<file path="config.mk">
export PLATFORM = sky130hd
export DESIGN_NAME = pmu_uaccess_ctl
export DESIGN_NICKNAME = d
export VERILOG_FILES = /design/src/rtl/pmu_uaccess_pkg.sv /design/src/rtl/pmu_rst_sync.sv /design/src/rtl/pmu_uen_reg.sv /design/src/rtl/pmu_trap_chain.sv /design/src/rtl/pmu_user_gate.sv /design/src/rtl/pmu_uaccess_ctl.sv
export SDC_FILE = /design/constraint.sdc
export NUM_CORES = 1
export LEC_CHECK = 0
export BUFFER_PORTS_ARGS = -buffer_cell sky130_fd_sc_hd__buf_2
export CAP_MARGIN = 20
export CORE_MARGIN = 5
export CORE_UTILIZATION = 30
export DETAILED_ROUTE_END_ITERATION = 6
export PLACE_DENSITY_LB_ADDON = 0.12
export SLEW_MARGIN = 20
export SYNTH_ARGS = -nofsm -noshare
export SYNTH_HDL_FRONTEND = slang
export SYNTH_SLANG_ARGS = --single-unit
</file>
<file path="constraint.sdc">
create_clock -name clk -period 1.6 [get_ports clk]
set_input_delay 0.4 -clock clk [delete_from_list [all_inputs] [get_ports clk]]
set_output_delay 0.4 -clock clk [all_outputs]
set_load 0.05 [all_outputs]
</file>
<file path="src/rtl/pmu_uaccess_pkg.sv">
package pmu_uaccess_pkg;
  localparam int UEN_W  = 4;
  localparam int UEN_EN = 0;
  localparam int UEN_SW = 1;
  localparam int UEN_CR = 2;
  localparam int UEN_ER = 3;

  typedef enum logic [2:0] {
    TGT_CTRL  = 3'd0,
    TGT_EVCNT = 3'd1,
    TGT_EVSEL = 3'd2,
    TGT_CYC   = 3'd3,
    TGT_SWINC = 3'd4,
    TGT_IRQEN = 3'd5,
    TGT_OTH6  = 3'd6,
    TGT_OTH7  = 3'd7
  } tgt_e;

  typedef enum logic [4:0] {
    RES_NONE  = 5'b00000,
    RES_ALLOW = 5'b00001,
    RES_UNDEF = 5'b00010,
    RES_HYP   = 5'b00100,
    RES_TRAP2 = 5'b01000,
    RES_TRAP3 = 5'b10000
  } res_e;
endpackage

</file>
<file path="src/rtl/pmu_rst_sync.sv">
module pmu_rst_sync #(
  parameter int STAGES = 2
) (
  input  logic clk,
  input  logic rst_n,
  output logic rst_sync_n
);
  logic [STAGES-1:0] sync_q;
  logic [STAGES-1:0] sync_d;

  always_comb begin
    sync_d = {sync_q[STAGES-2:0], 1'b1};
  end

  always_ff @(posedge clk or negedge rst_n) begin
    if (!rst_n) sync_q <= '0;
    else        sync_q <= sync_d;
  end

  assign rst_sync_n = sync_q[STAGES-1];
endmodule

</file>
<file path="src/rtl/pmu_uen_reg.sv">
module pmu_uen_reg #(
  parameter int W = pmu_uaccess_pkg::UEN_W
) (
  input  logic         clk,
  input  logic         rst_n,
  input  logic         wr_en,
  input  logic [W-1:0] wdata,
  output logic [W-1:0] uen_q
);
  logic [W-1:0] uen_d;

  always_comb begin
    uen_d = uen_q;
    if (wr_en) uen_d = wdata;
  end

  always_ff @(posedge clk or negedge rst_n) begin
    if (!rst_n) uen_q <= '0;
    else        uen_q <= uen_d;
  end
endmodule

</file>
<file path="src/rtl/pmu_trap_chain.sv">
module pmu_trap_chain
  import pmu_uaccess_pkg::*;
(
  input  logic [1:0] lvl,
  input  logic       l2_on,
  input  logic       l2_wide,
  input  logic       l3_on,
  input  logic       l3_wide,
  input  logic       l2_cp_trap,
  input  logic       l2_mon_trap,
  input  logic       l3_mon_trap,
  input  logic [1:0] host_pair,
  output res_e       chain_res
);
  logic l2_chk;
  logic host_skip;

  always_comb begin
    // level-2 checks only run below level 2 and with level 2 enabled
    l2_chk    = l2_on && (lvl < 2'd2);
    host_skip = (lvl == 2'd0) && (host_pair == 2'b11);
    chain_res = RES_ALLOW;
    if (lvl == 2'd3)                                       chain_res = RES_ALLOW;
    else if (l2_chk && l2_wide && l2_cp_trap && !host_skip) chain_res = RES_TRAP2;
    else if (l2_chk && !l2_wide && l2_cp_trap)             chain_res = RES_HYP;
    else if (l2_chk && l2_wide && l2_mon_trap)             chain_res = RES_TRAP2;
    else if (l2_chk && !l2_wide && l2_mon_trap)            chain_res = RES_HYP;
    else if (l3_on && l3_wide && l3_mon_trap)              chain_res = RES_TRAP3;
  end
endmodule

</file>
<file path="src/rtl/pmu_user_gate.sv">
module pmu_user_gate
  import pmu_uaccess_pkg::*;
(
  input  logic [UEN_W-1:0] uen,
  input  tgt_e             tgt,
  input  logic             wr,
  output logic             user_ok
);
  always_comb begin
    user_ok = 1'b0;
    if (tgt == TGT_IRQEN) begin
      user_ok = 1'b0;
    end else if (uen[UEN_EN]) begin
      user_ok = 1'b1;
    end else begin
      case (tgt)
        TGT_EVCNT: user_ok = uen[UEN_ER] && !wr;
        TGT_EVSEL: user_ok = uen[UEN_ER];
        TGT_CYC:   user_ok = uen[UEN_CR];
        TGT_SWINC: user_ok = uen[UEN_SW] && wr;
        default:   user_ok = 1'b0;
      endcase
    end
  end
endmodule

</file>
<file path="src/rtl/pmu_uaccess_ctl.sv">
module pmu_uaccess_ctl
  import pmu_uaccess_pkg::*;
#(
  parameter int          DATA_W   = 32,
  parameter int          SYN_W    = 8,
  parameter logic [7:0]  TRAP_SYN = 8'h03
) (
  input  logic              clk,
  input  logic              rst_n,
  input  logic              acc_valid,
  input  logic [1:0]        acc_lvl,
  input  logic              acc_wr,
  input  logic [DATA_W-1:0] acc_wdata,
  input  logic [2:0]        acc_class,
  input  logic              l2_on,
  input  logic              l2_wide,
  input  logic              l3_on,
  input  logic              l3_wide,
  input  logic              l2_cp_trap,
  input  logic              l2_mon_trap,
  input  logic              l3_mon_trap,
  input  logic [1:0]        host_pair,
  output logic              rsp_valid,
  output logic [4:0]        rsp_kind,
  output logic [SYN_W-1:0]  rsp_syn,
  output logic [DATA_W-1:0] rsp_rdata
);
  localparam int PAD_W = DATA_W - UEN_W;

  logic              rst_sync_n;
  tgt_e              tgt;
  res_e              chain_res;
  res_e              res_d;
  logic              user_ok;
  logic [UEN_W-1:0]  uen_q;
  logic              ctrl_wr;
  logic [DATA_W-1:0] rdata_d;
  logic [SYN_W-1:0]  syn_d;
  logic              unused_hi;

  logic              valid_q;
  logic [4:0]        kind_q;
  logic [SYN_W-1:0]  syn_q;
  logic [DATA_W-1:0] rdata_q;

  assign tgt       = tgt_e'(acc_class);
  assign unused_hi = ^acc_wdata[DATA_W-1:UEN_W];

  pmu_rst_sync #(.STAGES(2)) rst_sync_i (
    .clk        (clk),
    .rst_n      (rst_n),
    .rst_sync_n (rst_sync_n)
  );

  pmu_trap_chain chain_i (
    .lvl         (acc_lvl),
    .l2_on       (l2_on),
    .l2_wide     (l2_wide),
    .l3_on       (l3_on),
    .l3_wide     (l3_wide),
    .l2_cp_trap  (l2_cp_trap),
    .l2_mon_trap (l2_mon_trap),
    .l3_mon_trap (l3_mon_trap),
    .host_pair   (host_pair),
    .chain_res   (chain_res)
  );

  pmu_user_gate gate_i (
    .uen     (uen_q),
    .tgt     (tgt),
    .wr      (acc_wr),
    .user_ok (user_ok)
  );

  pmu_uen_reg #(.W(UEN_W)) uen_i (
    .clk   (clk),
    .rst_n (rst_sync_n),
    .wr_en (ctrl_wr),
    .wdata (acc_wdata[UEN_W-1:0]),
    .uen_q (uen_q)
  );

  // verdict for the access presented this cycle
  always_comb begin
    if (tgt == TGT_CTRL) begin
      if (acc_lvl == 2'd0 && acc_wr) res_d = RES_UNDEF;
      else                           res_d = chain_res;
    end else if (acc_lvl == 2'd0) begin
      res_d = user_ok ? RES_ALLOW : RES_UNDEF;
    end else begin
      res_d = RES_ALLOW;
    end
  end

  always_comb begin
    ctrl_wr = acc_valid && (tgt == TGT_CTRL) && acc_wr && (res_d == RES_ALLOW);
    rdata_d = '0;
    if (acc_valid && (tgt == TGT_CTRL) && !acc_wr && (res_d == RES_ALLOW))
      rdata_d = {{PAD_W{1'b0}}, uen_q};
    syn_d = '0;
    if (acc_valid && (res_d == RES_HYP || res_d == RES_TRAP2 || res_d == RES_TRAP3))
      syn_d = TRAP_SYN;
  end

  always_ff @(posedge clk or negedge rst_sync_n) begin
    if (!rst_sync_n) begin
      valid_q <= 1'b0;
      kind_q  <= RES_NONE;
      syn_q   <= '0;
      rdata_q <= '0;
    end else begin
      valid_q <= acc_valid;
      kind_q  <= acc_valid ? res_d : RES_NONE;
      syn_q   <= syn_d;
      rdata_q <= rdata_d;
    end
  end

  assign rsp_valid = valid_q;
  assign rsp_kind  = kind_q;
  assign rsp_syn   = syn_q;
  assign rsp_rdata = rdata_q;
endmodule

</file>
== After elaboration in Yosys (flattened, before gate mapping) ==
Cells that the tools add are included.
Operators by class
  add/subtract/negate cells: 0
  $mul: 0
  divide/modulo/power cells: 0
  order comparisons: 1
  equal/unequal tests: 11
  shift-type cells: 0
  muxes and demuxes: 16
  bitwise gates (word level): 0
  reductions and logical operators: 27
Operator list (number)
  5-bit 2-to-1 mux: 9
  1-bit logical AND: 20
  3-bit by 2-bit equality test with 1-bit output (second input constant): 2
  3-bit equality test (second input constant): 2
  2-bit 2-to-1 mux: 3
  5-bit by 1-bit equality test with 1-bit output (second input constant): 1
  5-bit by 3-bit equality test with 1-bit output (second input constant): 1
  5-bit by 4-bit equality test with 1-bit output (second input constant): 1
  5-bit equality test (second input constant): 1
  2-bit equality test (second input constant): 2
  4-bit 2-to-1 mux: 1
  1-bit one-hot mux with 4 select lines: 1
  3-bit by 1-bit equality test with 1-bit output (second input constant): 1
  1-bit logical NOT: 3
  3-bit logical NOT: 1
  2-bit logical NOT: 1
  1-bit logical OR: 2
  2-bit less-than comparator (second input constant): 1
  1-bit 2-to-1 mux: 2
Word-level totals
  bits in registers: 52
  bits in latches: 0
  memory bits (writable): 0
  memory bits (read-only): 0
  input port bits: 50
  output and inout bits: 46
  word-level logic and storage cells: 61
  memories kept: 0

== Logic depth before layout (Yosys ltp) ==
  word-level depth: 16
  mapped depth: 4
  gate-level depth less buffers: 4

== Hierarchy ==
Synthesis repeated with hierarchy kept, for this count alone.
Second synthesis, totals
  cells, all modules: 107
  area, all modules: 1074.8 um^2
Modules (own cells, without submodules)
  pmu_uaccess_ctl: instances 1, cells each 75, area an instance 740.7 um^2, seq. area each 275.3 um^2
  pmu_uen_reg: instances 1, cells each 8, area an instance 145.1 um^2, seq. area each 100.1 um^2
  pmu_trap_chain: instances 1, cells each 13, area an instance 83.8 um^2, seq. area each 0.0 um^2
  pmu_rst_sync: instances 1, cells each 3, area an instance 53.8 um^2, seq. area each 50.0 um^2
  pmu_user_gate: instances 1, cells each 8, area an instance 51.3 um^2, seq. area each 0.0 um^2

== Worst setup path after synthesis ==
Ideal clock, no wire load.
  kind: input to register
  start: input acc_lvl[0]
  end: register uen_i.uen_q[0]
  library setup time: 125 ps
  arrival: 1456 ps
  required time: 1475 ps
  slack: 20 ps
  stages: 4
  path buffers: 0
  cells stage by stage: nand4bb_1 -> o221a_2 -> nor3_4 -> mux2_2
Between the ends
  cells in the longest elaborated chain, start to end: 13
  elaborated cells on any way between the ends: 24
  those cells by class: order compare: 1; eq/ne: 2; mux: 8; reduce/logical: 13
Ends and longest elaborated chain
  start: declaration: line pmu_uaccess_ctl.sv:11  | input logic [1:0] acc_lvl,
  2-bit less-than comparator: line pmu_trap_chain.sv:20  | l2_chk = l2_on && (lvl < 2'd2);
  1-bit logical AND: line pmu_trap_chain.sv:20
  1-bit logical AND: line pmu_trap_chain.sv:25, pmu_trap_chain.sv:27
  1-bit logical AND: line pmu_trap_chain.sv:27  | else if (l2_chk && !l2_wide && l2_mon_trap) chain_res = RES_HYP;
  5-bit 2-to-1 mux: line pmu_trap_chain.sv:27
  5-bit 2-to-1 mux: line pmu_trap_chain.sv:26  | else if (l2_chk && l2_wide && l2_mon_trap) chain_res = RES_TRAP2;
  5-bit 2-to-1 mux: line pmu_trap_chain.sv:25  | else if (l2_chk && !l2_wide && l2_cp_trap) chain_res = RES_HYP;
  5-bit 2-to-1 mux: line pmu_trap_chain.sv:24  | else if (l2_chk && l2_wide && l2_cp_trap && !host_skip) chain_res = RES_TRAP2;
  5-bit 2-to-1 mux: line pmu_trap_chain.sv:23  | if (lvl == 2'd3) chain_res = RES_ALLOW;
  5-bit 2-to-1 mux: line pmu_uaccess_ctl.sv:86  | if (acc_lvl == 2'd0 && acc_wr) res_d = RES_UNDEF;
  5-bit 2-to-1 mux *: line pmu_uaccess_ctl.sv:85  | if (tgt == TGT_CTRL) begin
  5-bit by 1-bit equality test with 1-bit output *: line pmu_uaccess_ctl.sv:96  | ctrl_wr = acc_valid && (tgt == TGT_CTRL) && acc_wr && (res_d == RES_ALLOW);
  1-bit logical AND *: line pmu_uaccess_ctl.sv:96
  end signal: assignment: line pmu_uen_reg.sv:19  | else uen_q <= uen_d;
  end: declaration: line pmu_uen_reg.sv:8  | output logic [W-1:0] uen_q
Mark *: on every way between the ends. The rest lies on a longest branch, timed or not.
A chain may end at the register's enable or synchronous reset.

== Final worst setup path ==
  start: input acc_lvl[0]
  end: register uen_i.uen_q[2]
The elaborated chain is that of the path after synthesis.

==> results.json <==
{
  "total_power_mw": 1.03,
  "crit_type": "in -> reg",
  "multi_input_area_um2": 452,
  "ir_worst_vdd_v": 0.000493,
  "cp.arrival_ns": 1.68,
  "hold_viol": 0,
  "whs_ns": 0.237,
  "synth_top_area_share": 0.417,
  "htreeDepth": 1,
  "r2r_slack_ns": 0.35,
  "crit_path_start_kind": "primary input",
  "design.core.area_um2": 3310,
  "cts_tree": "yes",
  "p_leak_nw": 0.667,
  "hold_buffers": 1,
  "fin_crit_sh": 0.945,
  "syn-cell-area_um2": 1020,
  "slew_headroom": 0.618,
  "synth_warnings": 0,
  "wl_um": 1910,
  "synth_edf_count": 0,
  "reg2reg_from": "uen_i.uen_q[3]$_DFFE_PN0P_",
  "ctsResizeCount": 0,
  "worstPathRequired_ns": 1.76,
  "via_count": 745,
  "setup_tns_ns": 0,
  "placed_area_um2": 1180,
  "final_cell_area_um2": 1210,
  "nets": 194,
  "postRouteAntennaNets": 0,
  "io_pins": 96,
  "postCtsSetupBuffers": 0,
  "grt_pass1_vias": 673,
  "portBuffers": 33,
  "rows": 21,
  "finClkSkew_ns": 0.000509,
  "yosysUniqueCellTypes": 29,
  "hold_path.class": "reg -> async",
  "maxCapViolCount": 0,
  "yosys.area.top_type": "dfrtp_1",
  "drc": 0,
  "grt.overflow.total": 0,
  "dr.pass1.iters": 3,
  "p_per_area_nw_per_um2": 848,
  "run_status": "finished, final reports clean",
  "grt.total_usage": 0.0817,
  "synth.avg_cell_area_um2": 10.5,
  "cts_root_buf": "clkbuf_4",
  "cp_max_fo": 5,
  "synth_cells": 97,
  "timing.fmax_mhz": 661,
  "regArea_um2": 425,
  "drive_above_1_share": 0.364,
  "worst_setup_path_end_kind": "register",
  "drt_iter0_markers": 9,
  "setup_viol": 0,
  "antenna_found_initial": 0,
  "clkTransAtPathRegs_ns": 0.08,
  "clock_latency_ns": 0.27,
  "ys_ff_latch": 17,
  "yosys-top-cells-count": "buf_4, dfrtp_1, nor2_1",
  "die_w_um": 68.3,
  "worstMarginPinSlew_ns": 0.573,
  "clk_path_buf_depth": 2,
  "numClockSinks": 17,
  "areaGrowthSynthToFinish_pct": 19.1,
  "fillCellCount": 365,
  "final_util": 0.367,
  "cts_made_buffers": 3,
  "die_h_um": 68.3,
  "fin_crit_ns": 1.51,
  "grt_pass1_wl_um": 2860,
  "synth_seq_area_share": 0.417,
  "rsz0062_at_grt": "false",
  "dieArea_um2": 4660,
  "avgRoutedWirePerCell_um": 10.1,
  "r2r-end": "rsp_kind[0]$_DFF_PN0_",
  "grt_max_degree": 16,
  "antenna_cells": 0,
  "drv_slew": 0,
  "start_util": 0.308,
  "synthTopCellsByArea": "dfrtp_1, buf_4, mux2_2, and4b_1, nor4b_4",
  "ys_async_sr_fraction": 1.00,
  "viasPerCell": 3.94,
  "rr_worst_depth": 4,
  "dp.final_hpwl_um": 1690,
  "yosysMostFrequentCell": "buf_4",
  "ys.flop_type": "dfrtp_1",
  "gp_congestion": 0.757
}
[worst max-delay path by stage]
| stage | startpoint | to | slack [ns] | depth (start not counted) |
|---|---|---|---|---|
| 3_5_place_dp | acc_lvl[0] | uen_i.uen_q[2]$_DFFE_PN0P_ | -0.23 | 5 |
| 3_3_place_gp | acc_lvl[0] | uen_i.uen_q[2]$_DFFE_PN0P_ | -0.22 | 5 |
| 5_1_grt | acc_lvl[0] | uen_i.uen_q[0]$_DFFE_PN0P_ | 0.05 | 5 |
| 2_1_floorplan | acc_lvl[0] | uen_i.uen_q[0]$_DFFE_PN0P_ | 0.02 | 4 |
| 6_report | acc_lvl[0] | uen_i.uen_q[2]$_DFFE_PN0P_ | 0.09 | 5 |
| 4_1_cts | acc_lvl[0] | uen_i.uen_q[2]$_DFFE_PN0P_ | 0.08 | 5 |
[metrics by stage]
stage / setup slack, ns / instances
detailed placement: -0.225 / 184
global route: 0.0485 / 189
CTS: 0.0776 / 189
finish: 0.0880 / 189
floorplan: 0.0196 / 130
global placement: -0.215 / 184
[report_power, final]
part / switching (mW) / internal, mW / total (mW)
Combinational: 0.255 / 0.0803 / 0.335
Sequential: 0.0264 / 0.461 / 0.487
Clock: 0.111 / 0.0965 / 0.208
Total: 0.392 / 0.638 / 1.03
[sequential cells by signal, summed over array words and instances (netlist names)]
name / cells
rsp_kind: 5
rsp_rdata: 4
rsp_syn: 1
rsp_valid: 1
rst_sync_i.sync_q: 2
uen_i.uen_q: 4
[metal layers]
layer	part of all wire	track usage	up-vias
li1	-	-	358
met1	0.38	0.0898	343
met2	0.46	0.140	42
met3	0.14	0.0345	2
met4	0.014	0.0298	0
met5	0	0	-
[cells in the final DEF, fill, tap and decap left out, drive strengths merged]
cell type	n
a311oi	1
o211a	1
nand3	3
inv	1
nor3	4
nand2b	2
conb	35
a221oi	1
nor3b	1
o21ai	3
o221a	1
and3b	1
o211ai	1
clkbuf	4
nor4b	1
nor2b	3
nand2	2
dlygate4sd3	1
a21oi	2
a21o	1
nand4	1
nand4bb	1
nor2	4
buf	43
dfrtp	17
and4b	3
a2111oi	1
mux2	4
[area by class of cell]
type                    instances  area share
repair buffers                 44       0.206
inverters                       1     0.00309
clock buffers                   4      0.0216
flip-flops and latches         17       0.350
multi-input cells              77       0.372
well taps                      46      0.0474
[critical path, cell delays in order]
cell	delay, ns
buf_2	0.12
nand4bb_1	0.22
o221a_2	0.29
nor3_4	0.27
mux2_2	0.36
[cell families (layout without fill, tap and decap cells)]
family                 Yosys count  after routing  share of synthesized area
AND/OR/NAND/NOR                 26             26                      0.184
multiplexers                     4              4                     0.0442
AO/OA/AOI/OAI                   12             12                     0.0859
buffers and inverters           36             49                      0.261
other                            2             35                    0.00736
flip-flops                      17             17                      0.417
Power figures use the tool's default switching activity.
